$ cat src/rtl/sdr_seq_pkg.sv
package sdr_seq_pkg;

    // Command pin encodings, ordered {cs_n, ras_n, cas_n, we_n}
    typedef enum logic [3:0] {
        CMD_MRS = 4'b0000,
        CMD_REF = 4'b0001,
        CMD_PRE = 4'b0010,
        CMD_NOP = 4'b0111
    } sdr_cmd_e;

    typedef enum logic [2:0] {
        ST_CKE_ON,
        ST_PRE,
        ST_AR_A,
        ST_AR_B,
        ST_MRS,
        ST_SETTLE,
        ST_IDLE,
        ST_REF_GAP
    } seq_state_e;

endpackage

$ cat src/rtl/sdr_gap_timer.sv
// Loadable down counter; zero means the current gap has elapsed.
module sdr_gap_timer #(
    parameter int CNT_W = 8
) (
    input  logic             clk,
    input  logic             rst,
    input  logic             load,
    input  logic [CNT_W-1:0] load_val,
    output logic             expired
);
    logic [CNT_W-1:0] cnt_d, cnt_q;

    always_comb begin
        cnt_d = cnt_q;
        if (load)
            cnt_d = load_val;
        else if (cnt_q != '0)
            cnt_d = cnt_q - 1'b1;
    end

    always_ff @(posedge clk) begin
        if (rst) cnt_q <= '0;
        else     cnt_q <= cnt_d;
    end

    assign expired = (cnt_q == '0);

    AST_NO_EARLY_LOAD: assert property (@(posedge clk) disable iff (rst)
        load |-> expired)
        else $error("gap timer reloaded before expiry");

endmodule

$ cat src/rtl/sdr_refresh_timer.sv
// Free-running refresh interval counter with a pending-request flag.
module sdr_refresh_timer #(
    parameter int REFI = 1386
) (
    input  logic clk,
    input  logic rst,
    input  logic run,
    input  logic take,
    output logic req
);
    localparam int CW = $clog2(REFI + 1);
    localparam logic [CW-1:0] RELOAD = CW'(REFI - 1);

    typedef struct packed {
        logic [CW-1:0] cnt;
        logic          pend;
    } refi_t;

    refi_t cur_q, nxt_d;

    always_comb begin
        nxt_d = cur_q;
        if (take)
            nxt_d.pend = 1'b0;
        if (!run) begin
            nxt_d.cnt = RELOAD;
        end else if (cur_q.cnt == '0) begin
            nxt_d.cnt  = RELOAD;
            nxt_d.pend = 1'b1;
        end else begin
            nxt_d.cnt = cur_q.cnt - 1'b1;
        end
    end

    always_ff @(posedge clk) begin
        if (rst) begin
            cur_q.cnt  <= RELOAD;
            cur_q.pend <= 1'b0;
        end else begin
            cur_q <= nxt_d;
        end
    end

    assign req = cur_q.pend;

    AST_REQ_HOLD: assert property (@(posedge clk) disable iff (rst)
        (req && !take) |=> req)
        else $error("refresh request dropped without grant");

    AST_REQ_AFTER_RUN: assert property (@(posedge clk) disable iff (rst)
        req |-> run)
        else $error("refresh request before start-up done");

endmodule

$ cat src/rtl/sdram_boot_refresh.sv
module sdram_boot_refresh
    import sdr_seq_pkg::*;
#(
    parameter int          ADDR_W     = 12,
    parameter int          BA_W       = 2,
    parameter int          AP_BIT     = 10,
    parameter int          PWRUP_WAIT = 10000,
    parameter int          T_RP       = 2,
    parameter int          T_RC       = 7,
    parameter int          T_MRD      = 2,
    parameter int          REFI       = 1386,
    parameter logic [2:0]  BURST_CODE = 3'b010,
    parameter logic        INTERLEAVE = 1'b0,
    parameter logic [2:0]  CAS_LAT    = 3'b010,
    parameter logic        SINGLE_WR  = 1'b1
) (
    input  logic              clk,
    input  logic              rst,
    input  logic              ref_gnt,
    output logic              cke,
    output logic              cs_n,
    output logic              ras_n,
    output logic              cas_n,
    output logic              we_n,
    output logic [BA_W-1:0]   ba,
    output logic [ADDR_W-1:0] addr,
    output logic              ready,
    output logic              busy,
    output logic              ref_req
);
    localparam logic [ADDR_W-1:0] MODE_WORD =
        ADDR_W'({SINGLE_WR, 2'b00, CAS_LAT, INTERLEAVE, BURST_CODE});
    localparam int MAX_GAP_A = (PWRUP_WAIT > T_RC) ? PWRUP_WAIT : T_RC;
    localparam int MAX_GAP_B = (T_RP > T_MRD) ? T_RP : T_MRD;
    localparam int MAX_GAP   = (MAX_GAP_A > MAX_GAP_B) ? MAX_GAP_A : MAX_GAP_B;
    localparam int CNT_W     = $clog2(MAX_GAP + 1);

    typedef struct packed {
        seq_state_e        state;
        sdr_cmd_e          cmd;
        logic [ADDR_W-1:0] addr;
        logic [BA_W-1:0]   ba;
        logic              cke;
        logic              ready;
        logic              busy;
    } seq_t;

    seq_t             cur_q, nxt_d;
    logic             ld;
    logic [CNT_W-1:0] ld_val;
    logic             gap_done;
    logic             take;

    sdr_gap_timer #(.CNT_W(CNT_W)) i_gap (
        .clk      (clk),
        .rst      (rst),
        .load     (ld),
        .load_val (ld_val),
        .expired  (gap_done)
    );

    sdr_refresh_timer #(.REFI(REFI)) i_refi (
        .clk  (clk),
        .rst  (rst),
        .run  (cur_q.ready),
        .take (take),
        .req  (ref_req)
    );

    always_comb begin
        nxt_d      = cur_q;
        nxt_d.cmd  = CMD_NOP;
        nxt_d.addr = '0;
        nxt_d.ba   = '0;
        ld         = 1'b0;
        ld_val     = '0;
        take       = 1'b0;
        unique case (cur_q.state)
            ST_CKE_ON: begin
                nxt_d.cke   = 1'b1;
                ld          = 1'b1;
                ld_val      = CNT_W'(PWRUP_WAIT - 1);
                nxt_d.state = ST_PRE;
            end
            ST_PRE: if (gap_done) begin
                nxt_d.cmd          = CMD_PRE;
                nxt_d.addr[AP_BIT] = 1'b1;
                ld                 = 1'b1;
                ld_val             = CNT_W'(T_RP - 1);
                nxt_d.state        = ST_AR_A;
            end
            ST_AR_A: if (gap_done) begin
                nxt_d.cmd   = CMD_REF;
                ld          = 1'b1;
                ld_val      = CNT_W'(T_RC - 1);
                nxt_d.state = ST_AR_B;
            end
            ST_AR_B: if (gap_done) begin
                nxt_d.cmd   = CMD_REF;
                ld          = 1'b1;
                ld_val      = CNT_W'(T_RC - 1);
                nxt_d.state = ST_MRS;
            end
            ST_MRS: if (gap_done) begin
                nxt_d.cmd   = CMD_MRS;
                nxt_d.addr  = MODE_WORD;
                ld          = 1'b1;
                ld_val      = CNT_W'(T_MRD - 1);
                nxt_d.state = ST_SETTLE;
            end
            ST_SETTLE: if (gap_done) begin
                nxt_d.ready = 1'b1;
                nxt_d.busy  = 1'b0;
                nxt_d.state = ST_IDLE;
            end
            ST_IDLE: if (ref_req && ref_gnt) begin
                nxt_d.cmd   = CMD_REF;
                nxt_d.busy  = 1'b1;
                ld          = 1'b1;
                ld_val      = CNT_W'(T_RC - 1);
                take        = 1'b1;
                nxt_d.state = ST_REF_GAP;
            end
            ST_REF_GAP: if (gap_done) begin
                nxt_d.busy  = 1'b0;
                nxt_d.state = ST_IDLE;
            end
            default: nxt_d.state = ST_CKE_ON;
        endcase
    end

    always_ff @(posedge clk) begin
        if (rst) begin
            cur_q.state <= ST_CKE_ON;
            cur_q.cmd   <= CMD_NOP;
            cur_q.addr  <= '0;
            cur_q.ba    <= '0;
            cur_q.cke   <= 1'b0;
            cur_q.ready <= 1'b0;
            cur_q.busy  <= 1'b1;
        end else begin
            cur_q <= nxt_d;
        end
    end

    assign {cs_n, ras_n, cas_n, we_n} = cur_q.cmd;
    assign addr  = cur_q.addr;
    assign ba    = cur_q.ba;
    assign cke   = cur_q.cke;
    assign ready = cur_q.ready;
    assign busy  = cur_q.busy;

    logic [3:0] pins;
    assign pins = {cs_n, ras_n, cas_n, we_n};

    AST_CMD_NEEDS_CKE: assert property (@(posedge clk) disable iff (rst)
        (pins != CMD_NOP) |-> cke)
        else $error("command with clock enable low");

    AST_PRE_ALL_BANKS: assert property (@(posedge clk) disable iff (rst)
        (pins == CMD_PRE) |-> addr[AP_BIT])
        else $error("precharge without all-bank bit");

    AST_CMD_SPACING: assert property (@(posedge clk) disable iff (rst)
        (pins != CMD_NOP) |=> (pins == CMD_NOP))
        else $error("back-to-back commands");

    AST_READY_STICKY: assert property (@(posedge clk) disable iff (rst)
        ready |=> ready)
        else $error("ready dropped");

    AST_BUSY_IN_INIT: assert property (@(posedge clk) disable iff (rst)
        !ready |-> busy)
        else $error("busy low during start-up");

    AST_GNT_SERVED: assert property (@(posedge clk) disable iff (rst)
        (ready && !busy && ref_req && ref_gnt) |=> (pins == CMD_REF && !ref_req))
        else $error("granted refresh not issued");

endmodule

$ cat config.mk
export PLATFORM = sky130hd
export DESIGN_NAME = sdram_boot_refresh
export DESIGN_NICKNAME = d
export VERILOG_FILES = /design/src/rtl/sdr_seq_pkg.sv /design/src/rtl/sdr_gap_timer.sv /design/src/rtl/sdr_refresh_timer.sv /design/src/rtl/sdram_boot_refresh.sv
export SDC_FILE = /design/constraint.sdc
export NUM_CORES = 1
export LEC_CHECK = 0
export BUFFER_PORTS_ARGS = -buffer_cell sky130_fd_sc_hd__buf_2
export CORE_MARGIN = 2
export CORE_UTILIZATION = 49
export CTS_CLUSTER_SIZE = 30
export DETAILED_ROUTE_END_ITERATION = 10
export GPL_TIMING_DRIVEN = 0
export PLACE_DENSITY = 0.7
export SYNTH_ARGS = -nofsm -noshare
export SYNTH_HDL_FRONTEND = slang
export SYNTH_SLANG_ARGS = --single-unit
$ cat constraint.sdc
create_clock -name clk -period 4.6 [get_ports clk]
set_input_delay 0.92 -clock clk [delete_from_list [all_inputs] [get_ports clk]]
set_output_delay 0.92 -clock clk [all_outputs]
set_load 0.02 [all_outputs]
==> After elaboration in Yosys (flattened, before gate mapping) <==
Cells that the tools add are included.
{ "classes": {"mux": 26, "n_addsub": 2, "reduce_logical": 16, "bitwise": 2, "n_eq_ne": 15} }
{ "ops": {"columns": ["op", "n"], "rows": [
  ["14-bit case mux with 4 select lines", 1],
  ["14-bit 2-to-1 mux", 2],
  ["7-bit 2-to-1 mux", 4],
  ["3-bit case mux with 7 select lines", 1],
  ["4-bit case mux with 5 select lines", 1],
  ["19-bit 2-to-1 mux", 1],
  ["14-bit logical NOT", 1],
  ["2-bit != test (second input constant)", 7],
  ["14-bit nonzero test", 1],
  ["14-bit by 1-bit subtractor with 14-bit output (second input constant)", 1],
  ["3-bit == test (second input constant)", 4],
  ["11-bit logical NOT", 1],
  ["11-bit by 1-bit subtractor with 11-bit output (second input constant)", 1],
  ["1-bit 2-to-1 mux", 9],
  ["3-bit 2-to-1 mux", 3],
  ["2-bit OR reduction", 4],
  ["3-bit by 2-bit == test with 1-bit output (second input constant)", 2],
  ["1-bit case mux with 3 select lines", 2],
  ["6-bit AND reduction", 1],
  ["4-bit AND reduction", 1],
  ["4-bit OR reduction", 1],
  ["3-bit by 1-bit == test with 1-bit output (second input constant)", 1],
  ["3-bit logical NOT", 1],
  ["3-bit nonzero test", 1],
  ["8 further kinds", 9]
]} }
{ "word_totals": {"register_bits": 50, "word_cells": 72} }

==> Longest topological paths before layout <==
Gate-level depths: netlist (run 1).
{ "depth": {"ltp_word": 6, "mapped_depth": 8, "mapped_depth_nobuf": 6} }

==> Hierarchy <==
Synthesis (run 1) repeated with hierarchy kept, for this count alone.
{ "hier_totals": {"cells_unflattened": 239, "hier_area_um2": 2045.7} }
{ "modules_own_cells": {"columns": ["mod", "seq_area_each_um2", "cells_each", "instances", "area_per_inst_um2"], "rows": [
  ["sdr_gap_timer", 280.3, 109, 1, 887.1],
  ["sdram_boot_refresh", 220.2, 70, 1, 599.3],
  ["sdr_refresh_timer", 240.2, 60, 1, 559.3]
]} }

==> Worst setup path before layout (run 1) <==
OpenSTA, ideal clock, no wires.
{ "synth_timing": {"kind": "in2reg", "start": "input ref_gnt", "end": "register i_refi.cur_q (netlist bit i_refi.req)", "n_path_buf": 1, "path_stages": 5, "setup_ps": 128, "t_arrival_ps": 1836, "setup_slack_ps": 2636, "cell_sequence": "nand3_1 > or3b_2 > clkbuf_1 > a22oi_1 > nor2_1"} }
{ "synth_via": {"elab_chain_cells": 6} }
{ "synth_rtl": {"columns": ["element", "line_no", "rtl"], "rows": [
  ["from (decl)", "sdram_boot_refresh.sv:19", "input logic ref_gnt,"],
  ["1-bit logical AND *", "sdram_boot_refresh.sv:116", "ST_IDLE: if (ref_req && ref_gnt) begin"],
  ["1-bit 2-to-1 mux *", "sdram_boot_refresh.sv:116", null],
  ["1-bit 2-to-1 mux *", "sdram_boot_refresh.sv:78", "unique case (cur_q.state)"],
  ["1-bit 2-to-1 mux *", "sdr_refresh_timer.sv:23", "if (take)"],
  ["1-bit 2-to-1 mux", "sdr_refresh_timer.sv:27", "end else if (cur_q.cnt == '0) begin"],
  ["1-bit 2-to-1 mux *", "sdr_refresh_timer.sv:25", "if (!run) begin"],
  ["to (signal assigned)", "sdr_refresh_timer.sv:40", "cur_q <= nxt_d;"],
  ["to (decl)", "sdr_refresh_timer.sv:19", "refi_t cur_q, nxt_d;"]
]} }
Mark *: on every way between the ends. The rest lies on a longest branch, timed or not.
A chain may end at the register's enable or synchronous reset.

==> Final worst setup path (run 1) <==
{ "layout_timing": {"start": "register cur_q[21] (netlist bit)", "end": "register i_gap.cnt_q[12]"} }
{ "layout_via": {"elab_chain_cells": 4} }
{ "layout_rtl": {"columns": ["element", "line_no", "rtl"], "rows": [
  ["from (decl)", "sdram_boot_refresh.sv:48", "seq_t cur_q, nxt_d;"],
  ["from (signal assigned)", "sdram_boot_refresh.sv:142", "cur_q <= nxt_d;"],
  ["3-bit == test (tied with other cells)", "sdram_boot_refresh.sv:78", null],
  ["4-bit OR reduction (no source line)", null, null],
  ["1-bit case mux with 3 select lines *", "sdram_boot_refresh.sv:78", null],
  ["14-bit 2-to-1 mux or 2-bit nonzero test (tied branches)", null, null],
  ["to (signal assigned)", "sdr_gap_timer.sv:23", "else cnt_q <= cnt_d;"],
  ["to (decl)", "sdr_gap_timer.sv:11", "logic [CNT_W-1:0] cnt_d, cnt_q;"]
]} }
Marks and branches as above.

==> results of run 1 <==
[through the flow]
stage               power, mW  area, um2
global placement        0.453       1970
global route            0.717       2060
detailed placement      0.455       1970
finish                  0.676       2060
floorplan               0.437       1850
CTS                     0.682       2060
[routing by layer]
| layer | up-vias | track usage |
|---|---|---|
| met4 | 0 | 0.0559 |
| met2 | 27 | 0.302 |
| met5 | - | 0 |
| met3 | 6 | 0.0521 |
| met1 | 654 | 0.230 |
| li1 | 764 | - |
[state kept, by name (all words and copies together) (netlist names)]
register      flops
addr              2
busy              1
cke               1
cur_q             3
i_gap.cnt_q      14
i_refi.cur_q     11
i_refi.req        1
pins              3
ready             1
[power groups by stage]
| stage | Clock [mW] | Sequential, mW | Combinational [mW] |
|---|---|---|---|
| 6_report | 0.227 | 0.348 | 0.101 |
| 5_1_grt | 0.254 | 0.350 | 0.113 |
| 4_1_cts | 0.234 | 0.347 | 0.100 |
| 3_5_place_dp | 0 | 0.355 | 0.100 |
| 3_3_place_gp | 0 | 0.354 | 0.0996 |
| 2_1_floorplan | 0 | 0.353 | 0.0839 |
[cell families (layout without fill, tap and decap cells)]
group           Yosys count  after routing  synth area share
flops                    37             37             0.409
other cells               1             11           0.00207
simple gates             78             78             0.243
xor+xnor                 14             14            0.0676
mux                       4              4            0.0228
buf+inv                  33             52             0.105
fa+ha+maj                 4              4            0.0276
compound gates           35             35             0.124
[area by class of cell]
class,instances,area [um2],share of cell area
plain buffers,25,160,0.0777
clock buffers,6,82.6,0.0401
clock inverters,1,7.51,0.00364
inverters,8,30.0,0.0146
multi-input cells,146,920,0.446
flip-flops and latches,37,741,0.359
well taps,48,60.1,0.0291
repair buffers,12,60.1,0.0291
[synth_stat cells, types with 3 or more instances]
master	count
xor2_1	4
or4b_2	3
ha_1	4
clkbuf_1	7
nand2_1	16
or4_1	5
nand3_1	8
nor4_1	7
dfxtp_1	37
buf_4	15
a21oi_1	14
xnor2_1	10
nor2b_1	3
mux2i_1	3
nor3_1	4
o21ai_0	4
nor2_1	16
inv_1	8
o22ai_1	3
[how the worst min path moves through the flow]
stage                          startpoint              end  cells after the start
after CTS                 i_refi.cur_q[1]  i_refi.cur_q[1]                      1
final                     i_refi.cur_q[1]  i_refi.cur_q[1]                      1
after floorplan           i_refi.cur_q[1]  i_refi.cur_q[1]                      1
after global routing      i_refi.cur_q[1]  i_refi.cur_q[1]                      1
after detailed placement  i_refi.cur_q[1]  i_refi.cur_q[1]                      1
after global placement    i_refi.cur_q[1]  i_refi.cur_q[1]                      1
[worst max-delay path: stages (launching register included)]
cell,delay (ns)
dfxtp_1,0.37
or3_1,0.12
clkbuf_1,0.35
nand2_1,0.14
o311ai_0,1.05
nor2_1,0.11
==> results.yml, run 1 <==
cts:
  cts_resized: 0
  cts_made_buffers: 5
  cts_sinks: 37
  cts-root-buf: "clkbuf_8"
  clk_latency_ns: 0.29
  cts_tree: "built"
  ctsHtreeMaxLevel: 2
  cts_hold_buf: 0
  cts.clk_slew.worst_paths_ns: 0.07
  clockBufferDepth: 2
  postCtsSetupBuffers: 0
detailed_routing:
  firstDrtPassIters: 4
  wl_per_cell_um: 11.9
  dr_wl_met3_um: 141
  routed_wl_mm: 3.37
  highest_layer: "met4"
  wl_met2_mm: 1.57
  dr.first_iter.drc_count: 122
  antenna_left: 0
  vias: 1451
  wl_met1_mm: 1.62
  via_per_inst: 5.13
  drcViolationCount: 0
global_routing:
  first_global_vias: 1334
  overflow: 0
  grt_usage: 0.183
  grt_antenna_before_repair: 0
  grt_max_degree: 12
  grt_pass1_wl_mm: 5.97
layout:
  layout.nets: 242
  fin_util: 0.571
  final_cell_mix: "37 x dfxtp_1, 16 x nor2_1, 16 x nand2_1"
  diodes: 0
  nFillCells: 334
  drive_gt1_frac: 0.204
  final_common_cell: "dfxtp_1"
  synthToLayoutAreaGrowth_pct: 13.7
  final_cells: 283
placement:
  place.gp.congestion: 0.748
  portBuffers: 12
  place_hpwl_mm: 2.42
  dp_slack_ns: 2.31
  dp_cells: 276
outcome:
  outcome: "complete, no violations"
worst_setup_path:
  crit_end: "i_gap.cnt_q[12]"
  crit_type: "register to register"
  required_ns: 4.73
  critPathLaunchType: "register"
  r2r_cells: 5
  cp_max_fo: 9
  reg2reg_slack_ns: 2.30
  rr_endpoint: "i_gap.cnt_q[12]"
  r2r-start: "cur_q[21]"
  cp-startpoint: "cur_q[21]"
  worstSetupEndpointType: "register"
  arrival_ns: 2.43
sta:
  grt_setup_unrepaired: "false"
  setup_violations: 0
  worst_clock_skew_ns: 0.00734
  hold_viol: 0
  setup_slack_ns: 2.30
  finalCriticalPeriod_ns: 2.30
  maxSlewViolCount: 0
  worstMarginPinSlew_ns: 1.22
  min_period_over_period: 0.501
  timing.setup.tns_ns: 0
  hold_slack_ns: 0.428
  relSlewSlack: 0.179
  max_freq_ghz: 0.434
logic_synthesis:
  synth_top_area_share: 0.409
  synth_area_per_cell_um2: 8.80
  synth_area_mm2: 0.00181
  yosysWarnings: 0
  ys_seq_elements: 37
  synthFlopType: "dfxtp_1"
  synthCells: 206
  yosys.area.top_type: "dfxtp_1"
  synth_seq_area_share: 0.409
  ys_async_sr_fraction: 0
  yosys-top-cells-area: "dfxtp_1 41%, buf_4 6.2%, xnor2_1 4.8%, a21oi_1 3.9%, nand2_1 3.3%"
  synth.lib_cells_used.distinct: 47
  synth_edf_count: 0
job:
  maxCapViolCount: 0
power:
  p_int_mw: 0.496
  pwr-share-comb: 0.149
  switching_share: 0.266
  p_clk_frac: 0.336
  power_density_mw_per_mm2: 328
  netSwitchingPower_mw: 0.180
  p_leak_nw: 0.820
  seqPwrFrac: 0.515
  vdd_drop_max_mv: 0.155
floorplan:
  ios: 25
  num_rows: 22
  core_area_mm2: 0.00361
  dieHeight_um: 64.8
  start_util: 0.503
  dieArea_mm2: 0.00420
  die_w_um: 64.8
min_path:
  hold_class: "register to register"
Power figures use the tool's default switching activity.
==> run 2, diff against run 1 <==
==> constraint.sdc (replaced) <==
create_clock -name clk -period 2.29 [get_ports clk]
set_input_delay 0.458 -clock clk [delete_from_list [all_inputs] [get_ports clk]]
set_output_delay 0.458 -clock clk [all_outputs]
set_load 0.02 [all_outputs]
==> run 2 against run 1 <==
Net effect: sequential share of layout area unchanged; die area unchanged; via count unchanged; power increased by 100%; combinational power increased by 100%; clock power increased by 100%; global-route usage unchanged; largest cell class unchanged; worst setup slack got worse by 2.1 ns; highest routed layer unchanged; sequential cell count unchanged; routed wire length decreased by 0.53%; first-iteration DRC count decreased by 4.9%.
==> results.yml, run 2 (synthesized netlist as in run 1, its figures left out) <==
sta:
  min_period_over_period: 0.903
  hold_viol: 0
  grt_setup_unrepaired: "false"
  relSlewSlack: 0.460
  worstMarginPinSlew_ns: 0.798
  worst_clock_skew_ns: 0.00735
  finalCriticalPeriod_ns: 2.07
  max_freq_ghz: 0.483
  setup_slack_ns: 0.221
  maxSlewViolCount: 0
  hold_slack_ns: 0.428
  setup_violations: 0
cts:
  cts_sinks: 37
  clk_latency_ns: 0.29
  postCtsSetupBuffers: 0
  cts_made_buffers: 5
  ctsHtreeMaxLevel: 2
  clockBufferDepth: 2
  cts.clk_slew.worst_paths_ns: 0.07
  cts_hold_buf: 0
  cts_tree: "built"
  cts_resized: 1
  cts-root-buf: "clkbuf_8"
floorplan:
  dieHeight_um: 64.8
  ios: 25
  num_rows: 22
  core_area_mm2: 0.00361
  start_util: 0.503
  dieArea_mm2: 0.00420
  die_w_um: 64.8
global_routing:
  grt_pass1_wl_mm: 5.97
  first_global_vias: 1334
  grt_max_degree: 12
  grt_usage: 0.183
  grt_antenna_before_repair: 0
  overflow: 0
detailed_routing:
  dr.first_iter.drc_count: 116
  routed_wl_mm: 3.35
  firstDrtPassIters: 4
  via_per_inst: 5.13
  dr_wl_met3_um: 134
  wl_met1_mm: 1.63
  vias: 1451
  wl_met2_mm: 1.55
  highest_layer: "met4"
  wl_per_cell_um: 11.8
  drcViolationCount: 0
  antenna_left: 0
power:
  p_leak_nw: 0.820
  vdd_drop_max_mv: 0.311
  power_density_mw_per_mm2: 658
layout:
  diodes: 0
  top_register: "i_gap.cnt_q"
  fin_area_mm2: 0.00206
  fin_util: 0.571
  final_cell_mix: "37 x dfxtp_1, 16 x nor2_1, 16 x nand2_1"
  nFillCells: 334
  layout.nets: 242
  final_common_cell: "dfxtp_1"
  drive_gt1_frac: 0.204
  largest_register_ffs: 14
  synthToLayoutAreaGrowth_pct: 13.7
  register_area_um2: 741
  multi_input_area_um2: 920
  reg_top3: "i_gap.cnt_q: 14 flops, i_refi.cur_q: 11 flops"
placement:
  portBuffers: 12
  dp_slack_ns: 0.00368
  place.gp.congestion: 0.748
  place_area_mm2: 0.00197
  place_hpwl_mm: 2.42
worst_setup_path:
  critPathLaunchType: "register"
  cp_max_fo: 5
  crit_type: "register to register"
  required_ns: 2.43
  worstSetupEndpointType: "register"
  arrival_ns: 2.21
outcome:
  outcome: "complete, no violations"
min_path:
  hold_class: "register to register"
job:
  maxCapViolCount: 0
## run 2: cell count changes in the layout (fill, tap and decap cells not counted)
cell      change
o311ai_0      -1
o311ai_1      +1
## run 2: worst paths after layout
check / slack, ns / end / depth (start not counted) / from
worst max-delay path: 0.22 / i_gap.cnt_q[12] / 6 / i_gap.cnt_q[0]
worst min-delay path: 0.43 / i_refi.cur_q[1] / 1 / i_refi.cur_q[1]
worst max register to register: 0.22 / i_gap.cnt_q[12] / 6 / i_gap.cnt_q[0]
worst min register to register: 0.43 / i_refi.cur_q[1] / 1 / i_refi.cur_q[1]
## run 2: critical path, cell delays in order (launching register included)
cell and delay, ns:
dfxtp_1 0.35, inv_1 0.09, ha_1 0.22, or4b_2 0.68, nor4_1 0.29, mux2i_1 0.23, nor2_1 0.05
## run 2: power by group
part           leakage (nW)  switching (mW)  internal, mW
Sequential            0.302          0.0277         0.671
Combinational         0.474           0.115        0.0878
Clock                0.0433           0.218         0.238
## run 2: layer usage
layer	track usage	vias up
li1	-	765
met1	0.230	655
met2	0.302	25
met3	0.0521	6
met4	0.0559	0
met5	0	-
## run 2: layout make-up
type	instances	area share
plain buffers	25	0.0777
clock buffers	6	0.0401
clock inverters	1	0.00364
inverters	8	0.0146
multi-input cells	146	0.446
flip-flops and latches	37	0.359
well taps	48	0.0291
repair buffers	12	0.0291
## run 2: through the flow
stage          total power, mW  cells  setup TNS, ns
2_1_floorplan            0.877    216              0
3_3_place_gp             0.911    276         -0.144
3_5_place_dp             0.913    276              0
4_1_cts                   1.37    283              0
5_1_grt                   1.44    283              0
6_report                  1.36    283              0
==> run 3, diff against run 2 <==
--- a/config.mk
+++ b/config.mk
@@ -6,12 +6,14 @@
 export NUM_CORES = 1
 export LEC_CHECK = 0
 export BUFFER_PORTS_ARGS = -buffer_cell sky130_fd_sc_hd__buf_2
+export CELL_PAD_IN_SITES_DETAIL_PLACEMENT = 1
+export CELL_PAD_IN_SITES_GLOBAL_PLACEMENT = 2
 export CORE_MARGIN = 2
-export CORE_UTILIZATION = 49
+export CORE_UTILIZATION = 34
 export CTS_CLUSTER_SIZE = 30
 export DETAILED_ROUTE_END_ITERATION = 10
 export GPL_TIMING_DRIVEN = 0
-export PLACE_DENSITY = 0.7
+export PLACE_DENSITY_LB_ADDON = 0.1
 export SYNTH_ARGS = -nofsm -noshare
 export SYNTH_HDL_FRONTEND = slang
 export SYNTH_SLANG_ARGS = --single-unit
==> run 3 against run 2 <==
Net effect: clock skew about the same; utilization is 16 points lower; critical endpoint is now pins[0]; combinational power rose by 6%; highest routed layer unchanged; clock power increased by 2%; sequential power barely moved; largest power group unchanged.
==> results.yml, run 3 (synthesized netlist as in run 1, its figures left out) <==
layout:
  fin_util: 0.408
  reg_top3: "i_gap.cnt_q: 14 flops, i_refi.cur_q: 11 flops"
  largest_register_ffs: 14
  synthToLayoutAreaGrowth_pct: 15.7
  fin_area_mm2: 0.00210
  top_register: "i_gap.cnt_q"
  drive_gt1_frac: 0.209
  layout.nets: 242
  final_cell_mix: "37 x dfxtp_1, 16 x nor2_1, 16 x nand2_1"
  final_cells: 305
  final_common_cell: "dfxtp_1"
  diodes: 0
power:
  power_density_mw_per_mm2: 656
  total_power_mw: 1.38
  p_leak_nw: 0.822
  vdd_drop_max_mv: 0.312
worst_setup_path:
  r2r_cells: 3
  worstSetupEndpointType: "register"
  rr_endpoint: "pins[0]"
  slowest_stage: "or4_1"
  crit_path_max_incr_delay_ns: 0.62
  path_delay_family: "simple AND/OR/NAND/NOR gates"
  arrival_ns: 2.35
  cp_max_fo: 10
  worst-path-buf-inv: 0
  reg2reg_slack_ns: 0.11
  crit_type: "register to register"
  r2r-start: "i_gap.cnt_q[9]"
  required_ns: 2.46
  crit_chain: "nor4_1 > nand4_1 > or4_1"
  critPathLaunchType: "register"
floorplan:
  num_rows: 26
  core_area_mm2: 0.00514
  dieHeight_um: 77.0
  die_w_um: 77.0
  dieArea_mm2: 0.00593
  start_util: 0.353
  ios: 25
sta:
  grt_setup_unrepaired: "false"
  timing.setup.tns_ns: 0
  hold_viol: 0
  finalCriticalPeriod_ns: 2.18
  max_freq_ghz: 0.459
  maxSlewViolCount: 0
  setup_violations: 0
  worst_clock_skew_ns: 0.00730
  relSlewSlack: 0.508
  min_period_over_period: 0.952
  worstMarginPinSlew_ns: 0.736
detailed_routing:
  drcViolationCount: 0
  wl_met1_mm: 2.06
  dr.first_iter.drc_count: 76
  firstDrtPassIters: 4
  antenna_left: 0
  dr_wl_met3_um: 117
  highest_layer: "met4"
  via_per_inst: 4.95
  wl_per_cell_um: 14.2
  vias: 1510
  routed_wl_mm: 4.32
  wl_met2_mm: 2.07
cts:
  clk_latency_ns: 0.29
  cts_tree: "built"
  cts_hold_buf: 0
  clockBufferDepth: 2
  ctsHtreeMaxLevel: 2
  cts_made_buffers: 5
  cts-root-buf: "clkbuf_8"
  cts.clk_slew.worst_paths_ns: 0.07
  cts_sinks: 37
outcome:
  outcome: "complete, no violations"
min_path:
  hold_class: "register to register"
  hold_start: "i_refi.cur_q[1]"
  hold_end: "i_refi.cur_q[1]"
  hold_path_depth: 1
global_routing:
  first_global_vias: 1609
  grt_usage: 0.159
  grt_pass1_wl_mm: 7.56
  overflow: 0
  grt_antenna_before_repair: 0
  grt_max_degree: 11
placement:
  place_hpwl_mm: 3.20
  place.gp.congestion: 0.725
  place_area_mm2: 0.00200
  dp_cells: 298
  portBuffers: 12
job:
  maxCapViolCount: 0
[run 3: power by group]
part | switching [mW] | leakage (nW) | internal (mW)
Combinational | 0.127 | 0.475 | 0.0891
Sequential | 0.0272 | 0.302 | 0.671
Clock | 0.225 | 0.0443 | 0.239
[run 3: cell type report]
class	instances	area [um2]
multi-input cells	146	933
inverters	8	30.0
fillers	633	3040
plain buffers	25	160
clock buffers	7	86.3
well taps	70	87.6
flip-flops and latches	37	741
repair buffers	12	60.1
[run 3: how the worst max path moves through the flow]
stage,end,slack [ns],cells after the start,start
finish,pins[0],0.11,3,i_gap.cnt_q[9]
global route,pins[0],0.007,3,i_gap.cnt_q[9]
CTS,i_gap.cnt_q[4],0.06,4,i_gap.cnt_q[9]
detailed placement,i_gap.cnt_q[4],0.09,4,i_gap.cnt_q[9]
global placement,i_gap.cnt_q[12],-0.21,4,i_gap.cnt_q[9]
floorplan,i_gap.cnt_q[12],0.42,6,i_gap.cnt_q[0]
[run 3: layer usage]
metal,GRT usage,up-vias
li1,-,766
met1,0.196,717
met2,0.271,20
met3,0.0329,7
met4,0.0589,0
met5,0,-
[run 3: repair_timing]
action                                  in CTS  in global routing
endpoints found under the setup margin       0                  6
resized for setup                            0                  2
setup buffers                                0                  0
[run 3: stage by stage]
step	setup WS (ns)	hold WS [ns]
after CTS	0.0555	0.445
final	0.109	0.431
after global placement	-0.213	0.393
after floorplan	0.416	0.381
after global routing	0.00736	0.468
after detailed placement	0.0854	0.431
